==> config.mk <==
export PLATFORM = sky130hd
export DESIGN_NAME = flash_cmd_decoder
export DESIGN_NICKNAME = d
export VERILOG_FILES = /design/src/rtl/fci_pkg.sv /design/src/rtl/fci_strobe.sv /design/src/rtl/fci_seq.sv /design/src/rtl/fci_ident.sv /design/src/rtl/flash_cmd_decoder.sv
export SDC_FILE = /design/constraint.sdc
export NUM_CORES = 1
export LEC_CHECK = 0
export BUFFER_PORTS_ARGS = -buffer_cell sky130_fd_sc_hd__buf_2
export CORE_MARGIN = 4
export CORE_UTILIZATION = 55
export CTS_BUF_LIST = sky130_fd_sc_hd__clkbuf_2 sky130_fd_sc_hd__clkbuf_4 sky130_fd_sc_hd__clkbuf_8
export CTS_CLUSTER_SIZE = 14
export DETAILED_ROUTE_END_ITERATION = 12
export PLACE_DENSITY = 0.78
export SLEW_MARGIN = 30
export SYNTH_ARGS = -nofsm -noshare
export SYNTH_HDL_FRONTEND = slang
export SYNTH_HIERARCHICAL = 1
export SYNTH_SLANG_ARGS = --single-unit
==> constraint.sdc <==
create_clock -name clk -period 3.2 [get_ports clk]
set_input_delay 0.32 -clock clk [delete_from_list [all_inputs] [get_ports clk]]
set_output_delay 0.32 -clock clk [all_outputs]
set_load 0.05 [all_outputs]
==> src/rtl/fci_pkg.sv <==
package fci_pkg;

    localparam int ADDR_W   = 16;
    localparam int DATA_W   = 16;
    localparam int CODE_W   = 8;

    localparam logic [CODE_W-1:0] K_UNLOCK_A = 8'hAA;
    localparam logic [CODE_W-1:0] K_UNLOCK_B = 8'h55;
    localparam logic [CODE_W-1:0] K_IDENT    = 8'h90;
    localparam logic [CODE_W-1:0] K_PROGRAM  = 8'hA0;
    localparam logic [CODE_W-1:0] K_ERASE    = 8'h80;
    localparam logic [CODE_W-1:0] K_BLOCK    = 8'h30;
    localparam logic [CODE_W-1:0] K_CHIP     = 8'h10;
    localparam logic [CODE_W-1:0] K_HALT     = 8'hB0;
    localparam logic [CODE_W-1:0] K_ABORT    = 8'hF0;

    localparam logic [CODE_W-1:0] MAKER_ID   = 8'h20;
    localparam logic [CODE_W-1:0] PART_TOP   = 8'hD0;
    localparam logic [CODE_W-1:0] PART_BOT   = 8'hD1;

    typedef enum logic [2:0] {
        OP_NONE       = 3'd0,
        OP_RESET      = 3'd1,
        OP_PROGRAM    = 3'd2,
        OP_BLK_ERASE  = 3'd3,
        OP_CHIP_ERASE = 3'd4,
        OP_SUSPEND    = 3'd5,
        OP_RESUME     = 3'd6,
        OP_AUTOSEL    = 3'd7
    } op_e;

    typedef enum logic [3:0] {
        S_READ, S_UL1, S_UL2, S_IDENT, S_PGM,
        S_ESET, S_EUL1, S_EUL2, S_EMORE
    } seq_e;

    typedef struct packed {
        logic              byte_mode;
        logic [ADDR_W:0]   baddr;     // {addr, addr_lsb}
        logic [DATA_W-1:0] data;
    } bus_wr_t;

    // Unlock address match; bits above 14 of the word address are ignored.
    function automatic logic unlock_hit(input logic byte_mode,
                                        input logic [ADDR_W:0] baddr,
                                        input logic second);
        logic [15:0] byte_key;
        logic [14:0] word_key;
        byte_key = second ? 16'h5555 : 16'hAAAA;
        word_key = second ? 15'h2AAA : 15'h5555;
        if (byte_mode)
            return baddr[15:0] == byte_key;
        else
            return baddr[15:1] == word_key;
    endfunction

endpackage

==> src/rtl/fci_strobe.sv <==
module fci_strobe
    import fci_pkg::*;
#(
    parameter int SYNC_STAGES = 2
) (
    input  logic              clk,
    input  logic              rst,
    input  logic              ce_n,
    input  logic              we_n,
    input  logic              oe_n,
    input  logic              byte_mode,
    input  logic [ADDR_W-1:0] addr,
    input  logic              addr_lsb,
    input  logic [DATA_W-1:0] data_in,
    output logic              wr_vld,
    output bus_wr_t           wr
);
    localparam int TOP = SYNC_STAGES - 1;

    logic [SYNC_STAGES-1:0] ce_q, we_q, oe_q;
    logic                   act, act_d;
    logic [ADDR_W:0]        hold_addr;
    logic                   hold_byte;

    always_ff @(posedge clk) begin
        if (rst) begin
            ce_q <= '1;
            we_q <= '1;
            oe_q <= '1;
        end else begin
            ce_q <= {ce_q[TOP-1:0], ce_n};
            we_q <= {we_q[TOP-1:0], we_n};
            oe_q <= {oe_q[TOP-1:0], oe_n};
        end
    end

    // Write window: both enables low while outputs are disabled.
    assign act = !ce_q[TOP] && !we_q[TOP] && oe_q[TOP];

    always_ff @(posedge clk) begin
        if (rst) begin
            act_d     <= 1'b0;
            wr_vld    <= 1'b0;
            hold_addr <= '0;
            hold_byte <= 1'b0;
            wr        <= '0;
        end else begin
            act_d  <= act;
            wr_vld <= 1'b0;
            if (act && !act_d) begin
                hold_addr <= {addr, addr_lsb};
                hold_byte <= byte_mode;
            end
            if (!act && act_d) begin
                wr_vld       <= 1'b1;
                wr.baddr     <= hold_addr;
                wr.byte_mode <= hold_byte;
                wr.data      <= data_in;
            end
        end
    end
endmodule

==> src/rtl/fci_seq.sv <==
module fci_seq
    import fci_pkg::*;
(
    input  logic              clk,
    input  logic              rst,
    input  logic              wr_vld,
    input  bus_wr_t           wr,
    output logic              cmd_valid,
    output op_e               cmd_op,
    output logic [ADDR_W:0]   cmd_addr,
    output logic [DATA_W-1:0] cmd_data,
    output logic              ident_mode
);
    seq_e              state, nxt;
    op_e               op;
    logic [CODE_W-1:0] d;
    logic              ul_a, ul_b;

    assign d    = wr.data[CODE_W-1:0];
    assign ul_a = unlock_hit(wr.byte_mode, wr.baddr, 1'b0);
    assign ul_b = unlock_hit(wr.byte_mode, wr.baddr, 1'b1);

    always_comb begin
        nxt = state;
        op  = OP_NONE;
        if (wr_vld) begin
            if (state != S_PGM && d == K_ABORT) begin
                nxt = S_READ;
                op  = OP_RESET;
            end else begin
                unique case (state)
                    S_READ, S_IDENT, S_EMORE: begin
                        nxt = S_READ;
                        if (d == K_UNLOCK_A && ul_a)
                            nxt = S_UL1;
                        else if (state != S_IDENT && d == K_HALT)
                            op = OP_SUSPEND;
                        else if (state == S_EMORE && d == K_BLOCK) begin
                            op  = OP_BLK_ERASE;
                            nxt = S_EMORE;
                        end else if (state == S_READ && d == K_BLOCK)
                            op = OP_RESUME;
                    end
                    S_UL1:  nxt = (d == K_UNLOCK_B && ul_b) ? S_UL2 : S_READ;
                    S_UL2: begin
                        nxt = S_READ;
                        if (ul_a && d == K_IDENT) begin
                            nxt = S_IDENT;
                            op  = OP_AUTOSEL;
                        end else if (ul_a && d == K_PROGRAM)
                            nxt = S_PGM;
                        else if (ul_a && d == K_ERASE)
                            nxt = S_ESET;
                    end
                    S_PGM: begin
                        nxt = S_READ;
                        op  = OP_PROGRAM;
                    end
                    S_ESET: nxt = (d == K_UNLOCK_A && ul_a) ? S_EUL1 : S_READ;
                    S_EUL1: nxt = (d == K_UNLOCK_B && ul_b) ? S_EUL2 : S_READ;
                    S_EUL2: begin
                        nxt = S_READ;
                        if (d == K_BLOCK) begin
                            nxt = S_EMORE;
                            op  = OP_BLK_ERASE;
                        end else if (d == K_CHIP && ul_a)
                            op = OP_CHIP_ERASE;
                    end
                    default: nxt = S_READ;
                endcase
            end
        end
    end

    always_ff @(posedge clk) begin
        if (rst) begin
            state     <= S_READ;
            cmd_valid <= 1'b0;
            cmd_op    <= OP_NONE;
            cmd_addr  <= '0;
            cmd_data  <= '0;
        end else begin
            state     <= nxt;
            cmd_valid <= (op != OP_NONE);
            cmd_op    <= op;
            if (op != OP_NONE) begin
                cmd_addr <= wr.byte_mode ? wr.baddr : {1'b0, wr.baddr[ADDR_W:1]};
                cmd_data <= wr.byte_mode ? {{(DATA_W-CODE_W){1'b0}}, d} : wr.data;
            end
        end
    end

    assign ident_mode = (state == S_IDENT);
endmodule

==> src/rtl/fci_ident.sv <==
module fci_ident
    import fci_pkg::*;
#(
    parameter bit TOP_BOOT = 1'b1,
    parameter int REGIONS  = 16,
    localparam int RB      = $clog2(REGIONS)
) (
    input  logic [1:0]         sel,
    input  logic [RB-1:0]      region,
    input  logic [REGIONS-1:0] prot_map,
    output logic [CODE_W-1:0]  code
);
    localparam logic [CODE_W-1:0] PART = TOP_BOOT ? PART_TOP : PART_BOT;

    always_comb begin
        unique case (sel)
            2'b00:   code = MAKER_ID;
            2'b01:   code = PART;
            2'b10:   code = {{(CODE_W-1){1'b0}}, prot_map[region]};
            default: code = '0;
        endcase
    end
endmodule

==> src/rtl/flash_cmd_decoder.sv <==
module flash_cmd_decoder
    import fci_pkg::*;
#(
    parameter bit TOP_BOOT    = 1'b1,
    parameter int REGIONS     = 16,
    parameter int SYNC_STAGES = 2
) (
    input  logic                clk,
    input  logic                rst,
    input  logic                ce_n,
    input  logic                we_n,
    input  logic                oe_n,
    input  logic                byte_mode,
    input  logic [ADDR_W-1:0]   addr,
    input  logic                addr_lsb,
    input  logic [DATA_W-1:0]   data_in,
    input  logic [REGIONS-1:0]  prot_map,
    output logic                cmd_valid,
    output logic [2:0]          cmd_code,
    output logic [ADDR_W:0]     cmd_addr,
    output logic [DATA_W-1:0]   cmd_data,
    output logic                rd_autosel,
    output logic [CODE_W-1:0]   as_code
);
    localparam int RB = $clog2(REGIONS);

    logic    wr_vld;
    bus_wr_t wr;
    op_e     op;

    fci_strobe #(.SYNC_STAGES(SYNC_STAGES)) u_strobe (
        .clk(clk), .rst(rst), .ce_n(ce_n), .we_n(we_n), .oe_n(oe_n),
        .byte_mode(byte_mode), .addr(addr), .addr_lsb(addr_lsb),
        .data_in(data_in), .wr_vld(wr_vld), .wr(wr)
    );

    fci_seq u_seq (
        .clk(clk), .rst(rst), .wr_vld(wr_vld), .wr(wr),
        .cmd_valid(cmd_valid), .cmd_op(op), .cmd_addr(cmd_addr),
        .cmd_data(cmd_data), .ident_mode(rd_autosel)
    );

    fci_ident #(.TOP_BOOT(TOP_BOOT), .REGIONS(REGIONS)) u_ident (
        .sel(addr[1:0]), .region(addr[ADDR_W-1 -: RB]),
        .prot_map(prot_map), .code(as_code)
    );

    assign cmd_code = op;
endmodule

Yosys cells after proc, flatten, opt, wreduce, memory -nomap -nowiden
Cells that the tools add are included.

storage, ports and cells
  register bits after elaboration = 101
  latch bits = 0
  memory bits (writable) = 0
  ROM bits = 0
  input port bits = 55
  output and inout port bits = 46
  word-level logic and storage cells = 93
  memories kept = 0

operators by class
  $add $sub $neg = 0
  multipliers = 0
  divide/modulo/power cells = 0
  magnitude comparators = 1
  equal/unequal tests = 25
  shifts and indexed selects = 0
  mux-type cells = 30
  bitwise logic cells = 0
  reduce and logical (&&, ||, !) cells = 22

operators by type and width
  cell                  number
  $eq 8x8->1 const B    6
  $mux 3                12
  $mux 4                7
  $pmux 4 s6            1
  $pmux 8 s3            1
  $mux 17               1
  $eq 16x15->1 const B  1
  $eq 16x16->1 const B  1
  $eq 4x3->1 const B    4
  $mux 16               1
  $eq 15x14->1 const B  1
  $eq 15x15->1 const B  1
  $logic_and 1x1->1     14
  $pmux 3 s4            1
  $eq 4x2->1 const B    2
  $eq 8x5->1 const B    1
  $eq 8x6->1 const B    1
  $eq 8x7->1 const B    1
  $lt 4x5->1 const B    1
  $bmux 1 s4            1
  $eq 4x1->1 const B    1
  $eq 4x4->1 const B    1
  $logic_not 1->1       4
  $logic_not 4->1       1
  other kinds (9)       12

Logic depth before layout (Yosys ltp)
Gate-level depths: netlist of run 1.

  depth after elaboration = 10
  mapped depth = 9
  gate-level depth less buffers = 6

Hierarchy
The synthesis of run 1 kept the hierarchy.

modules (own cells, without submodules)
  module      instances  cells an instance  area an instance (um2)  seq. area each (um2)
  fci_seq     1          265                2463.6                  820.8
  fci_strobe  1          253                2448.6                  1201.2
  fci_ident   1          22                 200.2                   0.0

Worst setup path before layout of run 1
No wires, ideal clock.

  path type = in2out
  from = input port addr[12]
  to = output port as_code[0]
  arrival = 2.158 ns
  required time = 2.880 ns
  path slack = 0.722 ns
  stages on the path = 5
  buffers on the path = 1
  cell sequence = buf_6 -> mux4_2 -> a2bb2oi_1 -> a32oi_1 -> nor3b_1

on the way
  longest elaborated chain between the ends = 3

RTL lines
  what                          line                     text
  from (decl)                   flash_cmd_decoder.sv:14  input logic [ADDR_W-1:0] addr,
  $bmux 1 s4                    fci_ident.sv:19          2'b10: code = {{(CODE_W-1){1'b0}}, prot_map[region]};
  $mux 1 (implied by the code)  fci_ident.sv:19
  $pmux 8 s3                    fci_ident.sv:16          unique case (sel)
  to (decl)                     flash_cmd_decoder.sv:23  output logic [CODE_W-1:0] as_code

Every way passes these cells. The select of a mux whose other input is x is not followed.

Final worst setup path of run 1
  from = register, netlist name u_strobe/wr[1]
  to = register u_seq.cmd_addr[0]

on the way
  longest elaborated chain between the ends = 10
  elaborated cells on any way between the ends = 24
  classes of those cells = eq/ne: 6; mux: 10; reduce/logical: 8

RTL lines
  what                  line                                         text
  $eq 8x6->1            fci_seq.sv:38, fci_seq.sv:41, fci_seq.sv:63
  $logic_and 1x1->1     fci_seq.sv:41                                end else if (state == S_READ && d == K_BLOCK)
  $mux 3                fci_seq.sv:41
  $mux 3                fci_seq.sv:38                                else if (state == S_EMORE && d == K_BLOCK) begin
  $mux 3                fci_seq.sv:36                                else if (state != S_IDENT && d == K_HALT)
  $mux 3                fci_seq.sv:34                                if (d == K_UNLOCK_A && ul_a)
  $pmux 3 s4            fci_seq.sv:31                                unique case (state)
  $mux 3 *              fci_seq.sv:27                                if (state != S_PGM && d == K_ABORT) begin
  $mux 3 *              fci_seq.sv:26                                if (wr_vld) begin
  $reduce_bool 3->1 *   fci_seq.sv:86                                if (op != OP_NONE) begin
  to (signal assigned)  fci_seq.sv:87                                cmd_addr <= wr.byte_mode ? wr.baddr : {1'b0, wr.baddr[ADDR_W:1]};
  to (decl)             fci_seq.sv:10                                output logic [ADDR_W:0] cmd_addr,

Mark *: on every way between the ends. The rest lies on a longest branch, timed or not.
A chain may end at the register's enable or synchronous reset.

==> flow_summary.ini, run 1 <==
[power_and_ir_drop]
pwr-share-seq_pct = 52.1
vdd_ir_drop_max_mv = 0.333
comb_power_share_pct = 5.3
pwr-share-clk_pct = 42.6
powerDensity_nw_per_um2 = 427
p_sw_uw = 512
p_int_mw = 1.92
sw_frac_of_total_pct = 21.1
leakagePower_nw = 2.08

[placed_design]
place_hpwl_um = 8370
pre_cts_slack_ns = 0.446
io_buffers = 97
place.gp.congestion = 0.903

[sta]
finalSetupViolations = 0
fmax_ghz = 0.358
period_share_pct = 87.3
hold_viol_final = 0
setup_ws_ns = 0.406
slew_headroom_pct = 42.6
finalSetupTns_ns = 0
tightest_slew_ns = 0.857
fin_crit_ns = 2.79
drv_slew = 0
grt_setup_unrepaired = no
timing.hold.ws_ns = 0.128
fin_skew_ns = 0.00856

[layout]
fin_nets = 663
antennaDiodeCount = 0
synthToLayoutAreaGrowth_pct = 11.2
layout_common_cells = dfxtp_1, buf_2, nand2_1, nand4b_1, nand2b_1
drive_above_1_share_pct = 31.0
final_common_cell = dfxtp_1

[setup_path]
rrSetupSlack_ns = 0.41
reg2reg_from = u_strobe/wr[1]
crit_buf_inv = 1
cpPeakStageDelay_ns = 0.57
regToRegEndpoint = u_seq/cmd_addr[0]
cp_slowest_cell = or4_4
critPathTopFamily = compound AO/OA/AOI/OAI gates
start_kind = flop
cp-end-kind = flop
worstPathArrival_ns = 3.07
path_cells = or4_4 > or3_1 > a211oi_1 > o41a_1 > buf_4 > nor3_1 > a311oi_1
worstSetupPathType = reg2reg
worstPathMaxFanout = 17
crit_required_ns = 3.47
reg2reg_depth = 7

[logic_synthesis]
synth_edf_count = 0
ys_ff_latch = 101
avgSynthCellArea_um2 = 9.47
post-synth-top-area-cell = dfxtp_1
synth_top_area_share_pct = 39.5
synthTopCellsByArea = dfxtp_1, nand4b_1, o21ai_2
synthCells = 540
ys_types = 69
yosysWarnings = 6
synth_area_um2 = 5110
synthFlopType = dfxtp_1
ys_seq_area_share_pct = 39.5
async_flop_share_pct = 0

[cts]
clockRootBuffer = clkbuf_8
htree_levels = 3
clk-insertion-delay-late_ns = 0.37
cts_num_sinks = 101
cts_buffer_depth = 2
cts_setup_buffers = 0
ctsResizeCount = 0
path_clk_slew_ns = 0.10
tritoncts = yes
cts_buffers = 9
hold_buffers = 0

[run_status]
status = finished clean

[detailed_routing]
drc_errors = 0
dr_total_vias = 4193
ant_nets = 0
vias_per_cell = 5.82
first_pass_iters = 5
wire_per_inst_um = 16.4
wl_um = 11800
drt_iter0_drc = 265

[global_routing]
grt_pass1_vias = 4005
track_usage_pct = 22.0
antenna_found_initial = 0
grt_pass1_wl_um = 19900
overflow = 0
grt_start_max_net_pins = 62

[floorplanning]
die_width_um = 104
coreArea_um2 = 8890
dieArea_um2 = 10900
initial_utilization_pct = 57.5
io_pins = 101
fp-row-count = 34
die_h_um = 104

[min_path]
hold_path_startpoint = oe_n
hold_path_class = in2reg
holdPathStages = 2
min_delay_worst_endpoint = u_strobe/oe_q[0]

[flow_run]
maxCapViolCount = 0
-- cell families after synthesis --
family,share of synthesized area [%]
AND/OR/NAND/NOR,29.7
AO/OA/AOI/OAI,18.0
flip-flops,39.5
buffers and inverters,8.08
multiplexers,4.60
other,0.0734
-- metrics by stage --
step	util, %	instances	instance area (µm²)	power [mW]
2_1_floorplan	-	542	5120	1.39
3_3_place_gp	61.0	705	5420	1.42
3_5_place_dp	61.0	705	5420	1.42
4_1_cts	63.9	720	5680	2.45
5_1_grt	63.9	720	5680	2.51
6_report	63.9	720	5680	2.43
-- state kept, by name (all words and copies together), names as in the netlist, 2 cells and up --
signal and count:
u_strobe/hold_addr 17, u_seq/cmd_data 16, u_strobe/ce_q 2, u_strobe/wr 34, u_strobe/oe_q 2, u_seq/cmd_op 3, u_seq/state 4, u_seq/cmd_addr 17
u_strobe/we_q 2
-- routing by layer --
| metal | up-vias | wire (µm) | part of all wire [%] | track usage, % |
|---|---|---|---|---|
| met3 | 12 | 598 | 5.1 | 4.59 |
| li1 | 2098 | - | - | - |
| met1 | 1972 | 5660 | 48 | 30.9 |
| met5 | - | 0 | 0 | 0 |
| met2 | 111 | 5420 | 46 | 33.9 |
| met4 | 0 | 150 | 1.3 | 6.17 |
-- layout make-up --
cell class,count,area (µm²)
clock buffer,9,124
clock inverter,6,136
fill,763,3210
inverter,3,11.3
multi-input combinational,385,2690
sequential,101,2020
tap,108,135
timing repair buffer,108,571
-- synth_stat cells (all sizes together) (4+ instances only) --
master	number
dfxtp	101
o21ai	58
nand2	55
nand4b	44
nand2b	38
buf	32
a21oi	28
clkbuf	21
mux2i	19
nor3	18
a211oi	16
nor2	15
nand3	13
nor4	8
or2	7
nor4bb	5
nor2b	4
or3	4
-- worst max-delay path by stage --
stage              startpoint                 to  slack [ns]  cells after the start
6_report       u_strobe/wr[1]  u_seq/cmd_addr[0]        0.41                      7
5_1_grt        u_strobe/wr[0]  u_seq/cmd_addr[3]        0.20                      7
4_1_cts        u_strobe/wr[0]  u_seq/cmd_addr[0]        0.42                      7
3_5_place_dp   u_strobe/wr[0]  u_seq/cmd_addr[0]        0.45                      7
3_3_place_gp   u_strobe/wr[0]  u_seq/cmd_addr[0]        0.47                      7
2_1_floorplan        addr[12]         as_code[0]        0.72                      5
-- power by group through the flow --
stage,Combinational (mW),Clock [mW],Sequential (mW)
2_1_floorplan,0.0917,0,1.29
3_3_place_gp,0.126,0,1.29
3_5_place_dp,0.129,0,1.30
4_1_cts,0.129,1.06,1.27
5_1_grt,0.141,1.10,1.27
6_report,0.129,1.03,1.27
(Power assumes the default switching activity.)
==> run 2, diff against run 1 <==
--- a/config.mk
+++ b/config.mk
@@ -11,7 +11,8 @@
 export CTS_BUF_LIST = sky130_fd_sc_hd__clkbuf_2 sky130_fd_sc_hd__clkbuf_4 sky130_fd_sc_hd__clkbuf_8
 export CTS_CLUSTER_SIZE = 14
 export DETAILED_ROUTE_END_ITERATION = 12
-export PLACE_DENSITY = 0.78
+export PLACE_DENSITY = 0.77
+export RECOVER_POWER = 50
 export SLEW_MARGIN = 30
 export SYNTH_ARGS = -nofsm -noshare
 export SYNTH_HDL_FRONTEND = slang
==> run 2 against run 1 <==
Against the previous run:
- the run now ends with capacitance limit, slew limit left
- combinational power barely moved
- die area did not move
- clock power fell by 18%
- critical path depth did not move
- count of clock-buffer cells in the layout rose by 4
- non-clock buffer count fell by 3
- sequential share of layout area rose by 1.2 points
- power fell by 7.8%
- final cell count fell by 0.28%
- largest cell class unchanged
==> flow_summary.ini, run 2 (synthesis results as in run 1) <==
[cts]
htree_levels = 3
clockRootBuffer = clkbuf_8
cts_buffer_depth = 2
tritoncts = yes
ctsResizeCount = 0
cts_setup_buffers = 0
hold_buffers = 0
cts_buffers = 9
clk-insertion-delay-late_ns = 0.36
cts_num_sinks = 101
path_clk_slew_ns = 0.09

[global_routing]
antenna_found_initial = 0
track_usage_pct = 21.5
grt_pass1_vias = 4018
grt_start_max_net_pins = 74
grt_pass1_wl_um = 19700
overflow = 0

[setup_path]
worstSetupPathType = reg2reg
reg2reg_depth = 7
rrSetupSlack_ns = 0.35
cpPeakStageDelay_ns = 0.61
path_cells = or4_4 > nor4_1 > or3b_1 > o41a_1 > buf_4 > nor3_1 > a311oi_1
worstPathMaxFanout = 17
worstPathArrival_ns = 3.11
cp_slowest_cell = nor4_1
cp-end-kind = flop
regToRegEndpoint = u_seq/cmd_addr[0]
critPathTopFamily = simple AND/OR/NAND/NOR gates
reg2reg_from = u_strobe/wr[0]
crit_buf_inv = 1
crit_required_ns = 3.47
start_kind = flop

[sta]
finalSetupViolations = 0
finalSetupTns_ns = 0
tightest_slew_ns = 2.46
grt_setup_unrepaired = no
fin_skew_ns = 0.00924
setup_ws_ns = 0.355
period_share_pct = 88.9
drv_slew = 73
timing.hold.ws_ns = 0.135
slew_headroom_pct = -64.3
hold_viol_final = 0
fin_crit_ns = 2.85
fmax_ghz = 0.351

[power_and_ir_drop]
p_int_mw = 1.75
pwr-share-clk_pct = 37.7
pwr-share-seq_pct = 56.5
p_sw_uw = 484
vdd_ir_drop_max_mv = 0.286
comb_power_share_pct = 5.7
leakagePower_nw = 1.83
sw_frac_of_total_pct = 21.6
powerDensity_nw_per_um2 = 407

[placed_design]
placed_cells = 702
pre_cts_slack_ns = 0.406
place.gp.congestion = 0.894
io_buffers = 97
place_hpwl_um = 8030

[layout]
antennaDiodeCount = 0
largest_register_ff_count = 34
layout_common_cells = dfxtp_1, buf_2, nand2_1, o21ai_0, nand4b_1
drive_above_1_share_pct = 20.8
instances_no_fill = 718
synthToLayoutAreaGrowth_pct = 7.64
n_fill_cell = 837
final_common_cell = dfxtp_1
fin_nets = 660
reg_top3 = u_strobe/wr: 34 flops, u_seq/cmd_addr: 17 flops, u_strobe/hold_addr: 17 flops
utilization_pct = 61.9
top_register = u_strobe/wr

[floorplanning]
io_pins = 101
fp-row-count = 34
dieArea_um2 = 10900
coreArea_um2 = 8890
initial_utilization_pct = 57.5
die_width_um = 104
die_h_um = 104

[detailed_routing]
dr_total_vias = 4210
ant_nets = 0
vias_per_cell = 5.86
drc_errors = 0
wire_per_inst_um = 16.1
first_pass_iters = 5
wl_um = 11500
drt_iter0_drc = 223

[min_path]
hold_path_class = in2reg
holdPathStages = 2
min_delay_worst_endpoint = u_strobe/oe_q[0]
hold_path_startpoint = oe_n

[flow_run]
maxCapViolCount = 1

[run_status]
status = complete, but fails checks
violations = capacitance limit, slew limit
==> run 2: changes by cell type in the layout (fill, tap and decap cells not counted) <==
cell	before	now
buf_4	12	7
o21ai_0	28	47
clkbuf_1	0	42
bufinv_16	4	1
clkbuf_4	0	1
buf_12	0	1
clkinv_4	1	0
clkinv_2	0	1
buf_2	96	55
clkbuf_8	9	12
o21ai_2	30	11
==> run 2: how the worst max path moves through the flow <==
stage / end / cells after the start / startpoint / slack [ns]
4_1_cts: u_seq/cmd_addr[0] / 7 / u_strobe/wr[0] / 0.36
3_3_place_gp: u_seq/cmd_addr[0] / 7 / u_strobe/wr[0] / 0.47
5_1_grt: u_seq/cmd_addr[0] / 7 / u_strobe/wr[0] / 0.13
3_5_place_dp: u_seq/cmd_addr[0] / 7 / u_strobe/wr[0] / 0.41
6_report: u_seq/cmd_addr[0] / 7 / u_strobe/wr[0] / 0.35
2_1_floorplan: as_code[0] / 5 / addr[12] / 0.72
==> run 2: power groups by stage <==
| stage | registers (mW) | logic (mW) | clock network (mW) |
|---|---|---|---|
| after floorplan | 1.29 | 0.0917 | 0 |
| after global placement | 1.29 | 0.126 | 0 |
| after detailed placement | 1.30 | 0.128 | 0 |
| after CTS | 1.27 | 0.129 | 0.864 |
| after global routing | 1.27 | 0.141 | 0.924 |
| final | 1.27 | 0.128 | 0.845 |
==> run 2: stage by stage <==
step	power, mW	cell area [µm²]
global placement	1.42	5410
detailed placement	1.42	5410
finish	2.24	5500
global route	2.33	5500
floorplan	1.39	5120
CTS	2.26	5630
==> run 2: per-layer routing <==
metal | vias to the layer above | part of all wire [%] | routed length [µm] | global-route usage, %
met5 | - | 0 | 0 | 0
met4 | 0 | 1.2 | 135 | 5.32
met3 | 13 | 6.8 | 787 | 5.15
met2 | 141 | 45 | 5160 | 33.2
met1 | 1960 | 47 | 5460 | 30.2
li1 | 2096 | - | - | -
==> run 2: layout make-up <==
type	count	area, µm²	area share (%)
Inverter	3	11.3	0.205
Multi-Input combinational cell	385	2610	47.5
Clock buffer	13	173	3.14
Tap cell	108	135	2.46
Clock inverter	3	42.5	0.773
Timing Repair Buffer	105	505	9.19
Sequential cell	101	2020	36.7
